$ cat config.mk
export PLATFORM = sky130hd
export DESIGN_NAME = sar_serial_unit
export DESIGN_NICKNAME = d
export VERILOG_FILES = /design/src/rtl/sar_pkg.sv /design/src/rtl/sar_sequencer.sv /design/src/rtl/sar_step_unit.sv /design/src/rtl/sar_flag_gen.sv /design/src/rtl/sar_serial_unit.sv
export SDC_FILE = /design/constraint.sdc
export NUM_CORES = 1
export LEC_CHECK = 0
export ABC_AREA = 0
export CORE_MARGIN = 2
export CORE_UTILIZATION = 57
export DETAILED_ROUTE_END_ITERATION = 6
export DONT_BUFFER_PORTS = 1
export GPL_TIMING_DRIVEN = 0
export PLACE_DENSITY = 0.87
export SLEW_MARGIN = 40
export SYNTH_ARGS = -nofsm -noshare
export SYNTH_HDL_FRONTEND = slang
export SYNTH_HIERARCHICAL = 1
export SYNTH_SLANG_ARGS = --single-unit
$ cat constraint.sdc
create_clock -name clk -period 1.77 [get_ports clk]
set_clock_uncertainty 0.15 [all_clocks]
set_input_delay 0.2655 -clock clk [delete_from_list [all_inputs] [get_ports clk]]
set_output_delay 0.2655 -clock clk [all_outputs]
set_load 0.02 [all_outputs]
$ cat src/rtl/sar_pkg.sv
// Package: shared state encoding and constants for the serial
// arithmetic right shifter. Assumes no other package defines these names.
package sar_pkg;
    typedef enum logic [1:0] {
        ST_IDLE  = 2'd0,
        ST_PREP  = 2'd1,
        ST_SHIFT = 2'd2,
        ST_FIN   = 2'd3
    } sar_state_e;

    // number of count bits that survive the modulo reduction
    localparam int unsigned SAR_KEEP_W = 5;
endpackage

$ cat src/rtl/sar_sequencer.sv
// Sequencer: accepts a start request while idle, holds the masked step
// count, spends one setup cycle, issues one step per cycle and ends with
// a one-cycle completion state. Assumes count bits above KEEP_W are
// dropped by the caller.
module sar_sequencer
    import sar_pkg::*;
#(
    parameter int unsigned KEEP_W = SAR_KEEP_W
) (
    input  logic              clk,
    input  logic              rst_n,
    input  logic              start,
    input  logic [KEEP_W-1:0] cnt_in,
    output logic              load,
    output logic              step,
    output logic              busy,
    output logic              done,
    output logic              cnt_nz,
    output logic              cnt_one
);
    localparam logic [KEEP_W-1:0] ONE = KEEP_W'(1);
    localparam logic [KEEP_W-1:0] ZERO = '0;

    sar_state_e        state_q;
    logic [KEEP_W-1:0] rem_q;

    // accept a request only in idle
    assign load = start && (state_q == ST_IDLE);
    // shift strobe for the datapath
    assign step = (state_q == ST_SHIFT);
    // handshake outputs decoded from state
    assign busy = (state_q != ST_IDLE);
    assign done = (state_q == ST_FIN);

    // state, remaining count and count class registers
    always_ff @(posedge clk) begin
        if (!rst_n) begin
            state_q <= ST_IDLE;
            rem_q   <= ZERO;
            cnt_nz  <= 1'b0;
            cnt_one <= 1'b0;
        end else begin
            case (state_q)
                ST_IDLE: begin
                    if (start) begin
                        rem_q   <= cnt_in;
                        cnt_nz  <= (cnt_in != ZERO);
                        cnt_one <= (cnt_in == ONE);
                        state_q <= ST_PREP;
                    end
                end
                ST_PREP: begin
                    state_q <= (rem_q == ZERO) ? ST_FIN : ST_SHIFT;
                end
                ST_SHIFT: begin
                    rem_q <= rem_q - ONE;
                    if (rem_q == ONE) begin
                        state_q <= ST_FIN;
                    end
                end
                default: begin
                    state_q <= ST_IDLE;
                end
            endcase
        end
    end
endmodule

$ cat src/rtl/sar_step_unit.sv
// Step datapath: captures the operand (zero-extended in narrow mode) and
// its sign bit, then on each step moves the selected field right by one,
// fills the top with the sign and records the bit that left bit 0.
// Assumes load and step are never high together.
module sar_step_unit #(
    parameter int unsigned DATA_W   = 16,
    parameter int unsigned NARROW_W = 8
) (
    input  logic              clk,
    input  logic              rst_n,
    input  logic              load,
    input  logic              step,
    input  logic [DATA_W-1:0] operand,
    input  logic              wide,
    output logic [DATA_W-1:0] data_q,
    output logic              carry_q,
    output logic              wide_q
);
    localparam int unsigned HI_W = DATA_W - NARROW_W;

    logic              sign_q;
    logic [DATA_W-1:0] next_wide;
    logic [DATA_W-1:0] next_narrow;

    // per-bit next value for each width; the top of each field takes the sign
    for (genvar gi = 0; gi < DATA_W; gi++) begin : g_bit
        if (gi == DATA_W - 1) begin : g_wtop
            assign next_wide[gi] = sign_q;
        end else begin : g_wmid
            assign next_wide[gi] = data_q[gi+1];
        end
        if (gi == NARROW_W - 1) begin : g_ntop
            assign next_narrow[gi] = sign_q;
        end else if (gi < NARROW_W - 1) begin : g_nmid
            assign next_narrow[gi] = data_q[gi+1];
        end else begin : g_nhi
            assign next_narrow[gi] = 1'b0;
        end
    end

    // operand capture and one-bit step register
    always_ff @(posedge clk) begin
        if (!rst_n) begin
            data_q  <= '0;
            carry_q <= 1'b0;
            wide_q  <= 1'b0;
            sign_q  <= 1'b0;
        end else if (load) begin
            wide_q  <= wide;
            carry_q <= 1'b0;
            sign_q  <= wide ? operand[DATA_W-1] : operand[NARROW_W-1];
            data_q  <= wide ? operand : {{HI_W{1'b0}}, operand[NARROW_W-1:0]};
        end else if (step) begin
            carry_q <= data_q[0];
            data_q  <= wide_q ? next_wide : next_narrow;
        end
    end
endmodule

$ cat src/rtl/sar_flag_gen.sv
// Flag generator: derives sign, zero and parity from the held result,
// passes the captured carry, and gates every write-enable with the
// completion cycle and a nonzero effective count. Assumes data holds the
// final result whenever done is high.
module sar_flag_gen #(
    parameter int unsigned DATA_W   = 16,
    parameter int unsigned NARROW_W = 8,
    parameter int unsigned PAR_W    = 8
) (
    input  logic [DATA_W-1:0] data,
    input  logic              wide,
    input  logic              carry,
    input  logic              cnt_nz,
    input  logic              cnt_one,
    input  logic              done,
    output logic              flag_c,
    output logic              flag_o,
    output logic              flag_s,
    output logic              flag_z,
    output logic              flag_p,
    output logic              we_c,
    output logic              we_o,
    output logic              we_s,
    output logic              we_z,
    output logic              we_p,
    output logic              of_valid
);
    logic write_all;

    // flag values from the result of the selected width
    always_comb begin
        flag_c = carry;
        flag_o = 1'b0;
        flag_s = wide ? data[DATA_W-1] : data[NARROW_W-1];
        flag_z = wide ? (data == '0) : (data[NARROW_W-1:0] == '0);
        flag_p = ~^data[PAR_W-1:0];
    end

    // write-enables only in the completion cycle of a nonzero count
    assign write_all = done && cnt_nz;
    assign we_c      = write_all;
    assign we_o      = write_all;
    assign we_s      = write_all;
    assign we_z      = write_all;
    assign we_p      = write_all;
    assign of_valid  = done && cnt_one;
endmodule

$ cat src/rtl/sar_serial_unit.sv
// Top: serial arithmetic right shifter with flag outputs. Connects the
// sequencer, the step datapath and the flag generator. Assumes the
// caller writes flags only where the matching enable is high.
module sar_serial_unit
    import sar_pkg::*;
#(
    parameter int unsigned DATA_W   = 16,
    parameter int unsigned NARROW_W = 8,
    parameter int unsigned CNT_W    = 8,
    parameter int unsigned KEEP_W   = SAR_KEEP_W
) (
    input  logic              clk,
    input  logic              rst_n,
    input  logic              start,
    input  logic [DATA_W-1:0] operand,
    input  logic              wide,
    input  logic [CNT_W-1:0]  count,
    output logic              busy,
    output logic              done,
    output logic [DATA_W-1:0] result,
    output logic              flag_c,
    output logic              flag_o,
    output logic              flag_s,
    output logic              flag_z,
    output logic              flag_p,
    output logic              we_c,
    output logic              we_o,
    output logic              we_s,
    output logic              we_z,
    output logic              we_p,
    output logic              of_valid
);
    logic              load;
    logic              step;
    logic              cnt_nz;
    logic              cnt_one;
    logic [DATA_W-1:0] data_q;
    logic              carry_q;
    logic              wide_q;
    logic [KEEP_W-1:0] cnt_masked;

    // modulo reduction of the step count
    assign cnt_masked = count[KEEP_W-1:0];

    sar_sequencer #(
        .KEEP_W (KEEP_W)
    ) u_seq (
        .clk     (clk),
        .rst_n   (rst_n),
        .start   (start),
        .cnt_in  (cnt_masked),
        .load    (load),
        .step    (step),
        .busy    (busy),
        .done    (done),
        .cnt_nz  (cnt_nz),
        .cnt_one (cnt_one)
    );

    sar_step_unit #(
        .DATA_W   (DATA_W),
        .NARROW_W (NARROW_W)
    ) u_dp (
        .clk     (clk),
        .rst_n   (rst_n),
        .load    (load),
        .step    (step),
        .operand (operand),
        .wide    (wide),
        .data_q  (data_q),
        .carry_q (carry_q),
        .wide_q  (wide_q)
    );

    sar_flag_gen #(
        .DATA_W   (DATA_W),
        .NARROW_W (NARROW_W),
        .PAR_W    (NARROW_W)
    ) u_flags (
        .data     (data_q),
        .wide     (wide_q),
        .carry    (carry_q),
        .cnt_nz   (cnt_nz),
        .cnt_one  (cnt_one),
        .done     (done),
        .flag_c   (flag_c),
        .flag_o   (flag_o),
        .flag_s   (flag_s),
        .flag_z   (flag_z),
        .flag_p   (flag_p),
        .we_c     (we_c),
        .we_o     (we_o),
        .we_s     (we_s),
        .we_z     (we_z),
        .we_p     (we_p),
        .of_valid (of_valid)
    );

    assign result = data_q;
endmodule

Word-level counts from Yosys, hierarchy flattened
Index checks and enable logic that the tools add are counted.
- output and inout bits: 29
- register bits: 28
- word-level logic and storage cells: 46
- reduce and logical (&&, ||, !) cells: 16
- add/subtract/negate cells: 1
- bitwise gates (word level): 1
- equal/unequal tests: 7
- muxes and demuxes: 13
- operator list (operator ; count):
    $mux W16 ; 4
    $logic_not A16 Y1 ; 1
    $eq A5 B1 Y1 const B ; 2
    $pmux W5 S2 ; 1
    $logic_not A8 Y1 ; 1
    $reduce_xnor A8 Y1 ; 1
    $pmux W2 S3 ; 1
    $reduce_and A2 Y1 ; 3
    $reduce_bool A2 Y1 ; 3
    $logic_not A5 Y1 ; 1
    $mux W5 ; 1
    $reduce_bool A5 Y1 ; 1
    $sub A5 B1 Y5 const B ; 1
    $eq A2 B2 Y1 const B ; 2
    $mux W1 ; 4
    $mux W2 ; 2
    $logic_and A1 B1 Y1 ; 3
    $eq A2 B1 Y1 const B ; 1
    $logic_not A2 Y1 ; 1
    $ne A2 B1 Y1 const B ; 1
    $ne A2 B2 Y1 const B ; 1
    $reduce_or A2 Y1 ; 1
    $not A1 Y1 ; 1

Longest topological paths before layout
Gate-level depths: netlist (run 1).
- word-level depth: 3
- mapped depth: 8
- depth with buffers taken out: 7

Modules after synthesis
The synthesis (run 1) kept the hierarchy.
- modules (own cells, without submodules) (module ; times used ; cells each ; area each (µm²) ; seq. area each (µm²)):
    sar_step_unit ; 1 ; 93 ; 1008.5 ; 380.4
    sar_sequencer ; 1 ; 78 ; 636.9 ; 180.2
    sar_flag_gen ; 1 ; 31 ; 214.0 ; 0.0

Worst setup path before layout (run 1)
Ideal clock, no wire load.
- kind: register to output
- start: reg u_dp.data_q[6]
- end: out flag_p
- setup slack: 0.000 ns
- stages on the path, launching flop included: 5
- data arrival time: 1.355 ns
- path buffers: 0
- cell sequence: dfxtp_1 inv_1 ha_1 xnor2_1 xnor2_1
- longest elaborated chain between the ends: 1
- RTL lines (item ; line ; text):
    start, declared ; sar_step_unit.sv:15 ; output logic [DATA_W-1:0] data_q,
    start signal, assigned ; sar_step_unit.sv:52 ; data_q <= wide ? operand : {{HI_W{1'b0}}, operand[NARROW_W-1:0]};
    start signal, assigned ; sar_step_unit.sv:55 ; data_q <= wide_q ? next_wide : next_narrow;
    $reduce_xnor A8 Y1 ; sar_flag_gen.sv:36 ; flag_p = ~^data[PAR_W-1:0];
    end, declared ; sar_serial_unit.sv:25 ; output logic flag_p,
No other way between the ends.

Worst setup path in the final report (run 1)
- start: reg u_dp.data_q[0]
- end: out flag_p
Same word-level chain as after synthesis.

==> results.json, run 1 <==
{
  "cp-startpoint": "u_dp/data_q[0]",
  "slew_headroom": 0.666,
  "die_height_um": 61.1,
  "setup_ws_ps": -127,
  "synthTopCellsByArea": "dfxtp_1 (30%), ha_1 (7.4%), mux2_4 (5.7%), a21bo_2 (4.3%), o311a_1 (4.3%)",
  "crit_path_start_kind": "register",
  "num_rows": 20,
  "worstReg2RegStart": "u_seq/state_q[1]",
  "initial_core_util": 0.604,
  "synth.distinct_cells": 46,
  "required_ps": 1350,
  "globalRoute.totalOverflow": 0,
  "vias": 1599,
  "final_layout_size_suffix_gt1_frac": 0.398,
  "min_from": "operand[3]",
  "core-area_sq_um": 3080,
  "worstPathArrival_ps": 1480,
  "status": "complete, but fails checks",
  "first_pass_iters": 4,
  "hp-class": "input port to register",
  "synthTopCellsByCount": "dfxtp_1 (28), nand2_1 (15), inv_1 (13), ha_1 (11)",
  "cts_tree": "done",
  "grt_pass1_vias": 1511,
  "final_nets": 266,
  "cts_max_path_buffers": 2,
  "io_buffers": 0,
  "min_period_ps": 1900,
  "syn_avg_cell_area_sq_um": 9.20,
  "setup-tns-final_ps": -134,
  "chipWidth_um": 61.1,
  "syn_nets": 241,
  "grt_max_degree": 17,
  "critPathKind": "register to output port",
  "htree_levels": 1,
  "ant_nets": 0,
  "p_leak_uw": 0.00105,
  "finalSetupViolations": 2,
  "peakVddDrop_uv": 1030,
  "reg2reg_slack_ps": 30,
  "yosysTopAreaCell": "dfxtp_1",
  "final_util": 0.787,
  "yosysWarnings": 6,
  "final_hold_viol_count": 0,
  "grt_setup_unrepaired": "yes",
  "diodes": 0,
  "yosysTopAreaCellShare": 0.301,
  "initialDrtViolationCount": 85,
  "wl_per_cell_um": 17.1,
  "synth_area_sq_um": 1860,
  "synth-async-reset-ratio": 0,
  "via_per_inst": 5.92,
  "max_freq_mhz": 527,
  "wirelength_mm": 4.62,
  "max-cap-violations": 0,
  "clk_pin_slew_ps": 160,
  "slew_violations": 0,
  "root_buffer": "clkbuf_4",
  "yosysSeqAreaShare": 0.301,
  "yosys.cell_count.top_type": "dfxtp_1",
  "ys_seq_elements": 28,
  "power_density_nw_per_um2": 1710,
  "io_pins": 57,
  "power_uw": 4140,
  "grt_pass1_wl_mm": 6.70,
  "synthToLayoutAreaGrowth_pct": 30.2,
  "clock-sinks": 28,
  "gp_congestion": 0.883,
  "synth_top_flop_cell": "dfxtp_1",
  "dp_cells": 246,
  "antenna_found_initial": 0,
  "cts_made_buffers": 3,
  "grtUsageTotal": 0.239,
  "fin_cells": 270,
  "violations": "negative setup slack",
  "hpwlAfterDp_mm": 2.83,
  "cp-end-kind": "output port",
  "worst-path-max-fanout": 4,
  "syn-instance-count": 202,
  "worstSkewPairLatency_ps": 330,
  "min_period_over_period": 1.07,
  "drc": 0,
  "tightestPinTransition_ps": 501,
  "die_area_sq_um": 3740,
  "synth_edf_count": 0
}
## routing by layer
layer / share of wire / up-vias / global-route usage
met3: 0.060 / 12 / 0.0672
met2: 0.51 / 52 / 0.415
met5: 0 / - / 0
met1: 0.40 / 775 / 0.274
li1: - / 760 / -
met4: 0.027 / 0 / 0.102
## stage by stage
step	hold slack, ps	setup WS, ps	instance area (sq um)
after detailed placement	291	-89.3	1920
after CTS	2.72	-128	2270
after global placement	279	-83.9	1920
after floorplan	274	90.1	1870
after global routing	11.3	-181	2420
final	12.4	-127	2420
## path summary, 6_finish.rpt
check	endpoint	depth (start not counted)
max	flag_p	4
min	u_dp/data_q[3]	2
max reg2reg	u_dp/data_q[2]	7
min reg2reg	u_seq/cnt_one	2
## registers in the layout, indices dropped and copies added (netlist names)
signal,count
u_seq/rem_q,5
u_dp/sign_q,1
u_seq/cnt_nz,1
u_dp/carry_q,1
u_dp/data_q,16
u_seq/cnt_one,1
u_seq/state_q,2
u_dp/wide_q,1
## report_power, final
group	internal (uW)	switching [uW]	leakage, uW
sequential	880	366	0.000241
clock	229	188	0.0000279
combinational	1290	1190	0.000785
total	2400	1740	0.00105
## final cells by class
type / instances / area (sq um)
plain buffers: 18 / 128
clock buffers: 3 / 22.5
clock inverters: 1 / 30.0
fillers: 191 / 657
inverters: 15 / 63.8
multi-input cells: 141 / 1310
flip-flops and latches: 28 / 621
well taps: 44 / 55.1
repair buffers: 20 / 193
## critical path: stages (launching register included)
cell and delay (ps):
dfxtp_4 440, inv_2 60, ha_4 250, xnor2_4 160, xnor2_4 240
## kinds of logic (layout without fill, tap and decap cells)
logic type | Yosys count | in the layout | share of synthesized area
DFF | 28 | 28 | 0.301
muxes | 13 | 13 | 0.0888
AOI/OAI and AO/OA | 52 | 52 | 0.230
xor gates and xnor gates | 3 | 3 | 0.0141
buffers and inverters | 33 | 57 | 0.0969
and+or+nand+nor | 61 | 61 | 0.192
other | 1 | 1 | 0.00202
adders and majority gates | 11 | 11 | 0.0740
## cells in the final DEF (no fill, tap or decap), drive strengths merged, types with 4 or more instances in the layout
| cell type | instances |
|---|---|
| o311a | 8 |
| mux2i | 6 |
| nand2 | 15 |
| dlygate4sd3 | 12 |
| a21oi | 9 |
| o21ai | 7 |
| nor2b | 10 |
| mux2 | 7 |
| ha | 11 |
| a21bo | 8 |
| dfxtp | 28 |
| nand2b | 8 |
| clkbuf | 8 |
| and3 | 9 |
| inv | 14 |
| buf | 21 |
| o211a | 7 |
| nor2 | 4 |
## what timing repair did
action	CTS	global route
pin swaps	6	6
gates cloned	0	0
hold buffers	11	1
endpoints found under the setup margin	34	27
gates resized for setup	54	18
setup buffers	0	8
endpoints found under the hold margin	9	1
(Power assumes the default switching activity.)
==> run 2, diff against run 1 <==
CAP_MARGIN = 20   (was unset)
==> results of run 2 <==
No change in the layout: final DEF, timing and power equal those of run 1.
==> run 3, diff against run 2 <==
ABC_AREA = 1   (was 0)
CAP_MARGIN = unset   (was 20)
CORE_UTILIZATION = 56   (was 57)
PLACE_DENSITY = 0.86   (was 0.87)
==> results.json, run 3 <==
{
  "htree_levels": 1,
  "critPathKind": "register to output port",
  "synth_area_sq_um": 1760,
  "grt_pass1_vias": 1553,
  "synthTopCellsByArea": "dfxtp_1 (32%), nand2_1 (14%), ha_1 (7.8%), nor2_1 (7.5%), inv_1 (6.4%)",
  "io_pins": 57,
  "layout_common_cells": "nand2_1 (66), nor2_1 (30), a21oi_1 (21)",
  "cts_made_buffers": 3,
  "root_buffer": "clkbuf_4",
  "ys_seq_elements": 28,
  "initial_core_util": 0.581,
  "synthToLayoutAreaGrowth_pct": 26.5,
  "grt_setup_unrepaired": "yes",
  "syn_nets": 303,
  "cp_top_family": "flip-flops",
  "finalSetupViolations": 1,
  "yosysTopAreaCell": "dfxtp_1",
  "hold-worst-slack_ps": 17.8,
  "worstPathArrival_ps": 1540,
  "via_per_inst": 5.33,
  "grt_max_degree": 17,
  "worstSkewPairLatency_ps": 330,
  "required_ps": 1350,
  "syn_avg_cell_area_sq_um": 6.66,
  "yosysSeqAreaShare": 0.319,
  "yosysWarnings": 6,
  "violations": "negative setup slack",
  "yosys.cell_count.top_type": "nand2_1",
  "grt_pass1_wl_mm": 6.98,
  "max-cap-violations": 0,
  "path_buf_inv": 1,
  "initialDrtViolationCount": 141,
  "clock-sinks": 28,
  "num_rows": 20,
  "wl_per_cell_um": 13.8,
  "cts_tree": "done",
  "power_uw": 3990,
  "slew_violations": 0,
  "die_height_um": 60.0,
  "vias": 1752,
  "ant_nets": 0,
  "synth_edf_count": 0,
  "p_leak_uw": 0.000989,
  "final_hold_viol_count": 0,
  "chipWidth_um": 60.0,
  "setup_ws_ps": -181,
  "crit_path_start_kind": "register",
  "worst-path-max-fanout": 4,
  "first_pass_iters": 4,
  "reg.largest.list": "u_dp/data_q: 16 flops, u_seq/rem_q: 5 flops, u_seq/state_q: 2 flops",
  "cts_max_path_buffers": 2,
  "wirelength_mm": 4.54,
  "globalRoute.totalOverflow": 0,
  "yosysTopAreaCellShare": 0.319,
  "power_density_nw_per_um2": 1800,
  "min_period_over_period": 1.10,
  "grtUsageTotal": 0.261,
  "diodes": 0,
  "io_buffers": 0,
  "final_common_cell": "nand2_1",
  "die_area_sq_um": 3600,
  "synthTopCellsByCount": "nand2_1 (67), nor2_1 (35), inv_1 (30), dfxtp_1 (28), a21oi_1 (21)",
  "cp-end-kind": "output port",
  "clk_pin_slew_ps": 160,
  "synth.distinct_cells": 30,
  "crit_chain": "inv_4 > ha_4 > xor2_2 > and2_4 > nor2_4",
  "antenna_found_initial": 0,
  "min_period_ps": 1950,
  "synth_top_flop_cell": "dfxtp_1",
  "drc": 0,
  "setup-tns-final_ps": -181,
  "cp_slowest_cell": "dfxtp_4",
  "status": "complete, but fails checks",
  "final_util": 0.735,
  "core-area_sq_um": 3030,
  "final_nets": 325,
  "peakVddDrop_uv": 869,
  "hpwlAfterDp_mm": 2.81,
  "top_register": "u_dp/data_q",
  "synth-async-reset-ratio": 0,
  "final_area_sq_um": 2220,
  "syn-instance-count": 264,
  "final_layout_size_suffix_gt1_frac": 0.263,
  "hp-class": "input port to register",
  "max_freq_mhz": 513,
  "gp_congestion": 0.808,
  "dpl_cell_area_sq_um": 1810,
  "largest_reg_flops": 16,
  "slowest_delay_ps": 440
}
run 3: cell count changes in the layout (fill, tap and decap cells not counted), moves of 7 or more:
cell | previous run | this run
o211a_1 | 7 | 0
and3_1 | 9 | 0
nand3_1 | 2 | 19
o311a_1 | 8 | 0
a21bo_2 | 8 | 0
nor2b_1 | 10 | 0
nand2_1 | 13 | 66
mux2_4 | 7 | 0
nand2b_1 | 8 | 0
inv_1 | 6 | 19
nor2_1 | 4 | 30
o21ai_1 | 2 | 11
buf_4 | 17 | 9
a21oi_1 | 7 | 21
run 3: cell type report:
class                   instances  area, sq um
multi-input cells             188         1080
clock buffers                   3         22.5
clock inverters                 1         30.0
flip-flops and latches         28          613
fillers                       218          803
plain buffers                  13          110
inverters                      35          151
repair buffers                 17          165
well taps                      44         55.1
run 3: kinds of logic (layout without fill, tap and decap cells):
kind of cell | Yosys count | after routing | share of synthesized area
AO/OA/AOI/OAI | 42 | 42 | 0.124
AND/OR/NAND/NOR | 132 | 132 | 0.325
other | 1 | 1 | 0.00213
XOR/XNOR | 2 | 2 | 0.00997
flip-flops | 28 | 28 | 0.319
adder cells (fa/ha/maj) | 11 | 11 | 0.0783
buffers and inverters | 48 | 69 | 0.142
run 3: tightest hold or removal path: stages:
cell	delay [ps]
nand3_1	60
nand2_1	50
a21oi_1	30
nor2_1	70
run 3: final timing paths:
| path | from | endpoint | slack, ps | cells past startpoint |
|---|---|---|---|---|
| min reg2reg | u_seq/rem_q[3] | u_seq/rem_q[3] | 340 | 2 |
| max | u_dp/data_q[5] | flag_p | -180 | 5 |
| min | operand[10] | u_dp/data_q[10] | 20 | 4 |
| max reg2reg | u_seq/state_q[1] | u_dp/data_q[14] | 60 | 11 |
run 3: layer usage:
metal | up-vias | part of all wire | wire length (um) | GRT usage
li1 | 870 | - | - | -
met1 | 778 | 0.42 | 1900 | 0.312
met2 | 92 | 0.48 | 2160 | 0.444
met3 | 12 | 0.078 | 356 | 0.0368
met4 | 0 | 0.029 | 131 | 0.146
met5 | - | 0 | 0 | 0
run 3: per-stage QoR:
step	instances	worst slack, ps
6_report	329	-181
5_1_grt	329	-250
4_1_cts	328	-203
3_5_place_dp	308	-104
3_3_place_gp	308	-99.2
2_1_floorplan	264	41.5
run 3: timing repair:
item / 4_1_cts / 5_1_grt
endpoints found under the hold margin: 16 / 1
hold buffers: 14 / 1
cloned: 0 / 0
resized for setup: 47 / 22
pin swaps: 9 / 4
endpoints found under the setup margin: 26 / 27
buffers inserted: 2 / 0
run 3: power breakdown:
part / switching [uW] / internal (uW) / total, uW
logic: 1330 / 911 / 2250
clock network: 193 / 229 / 422
registers: 414 / 913 / 1330
total: 1940 / 2050 / 3990
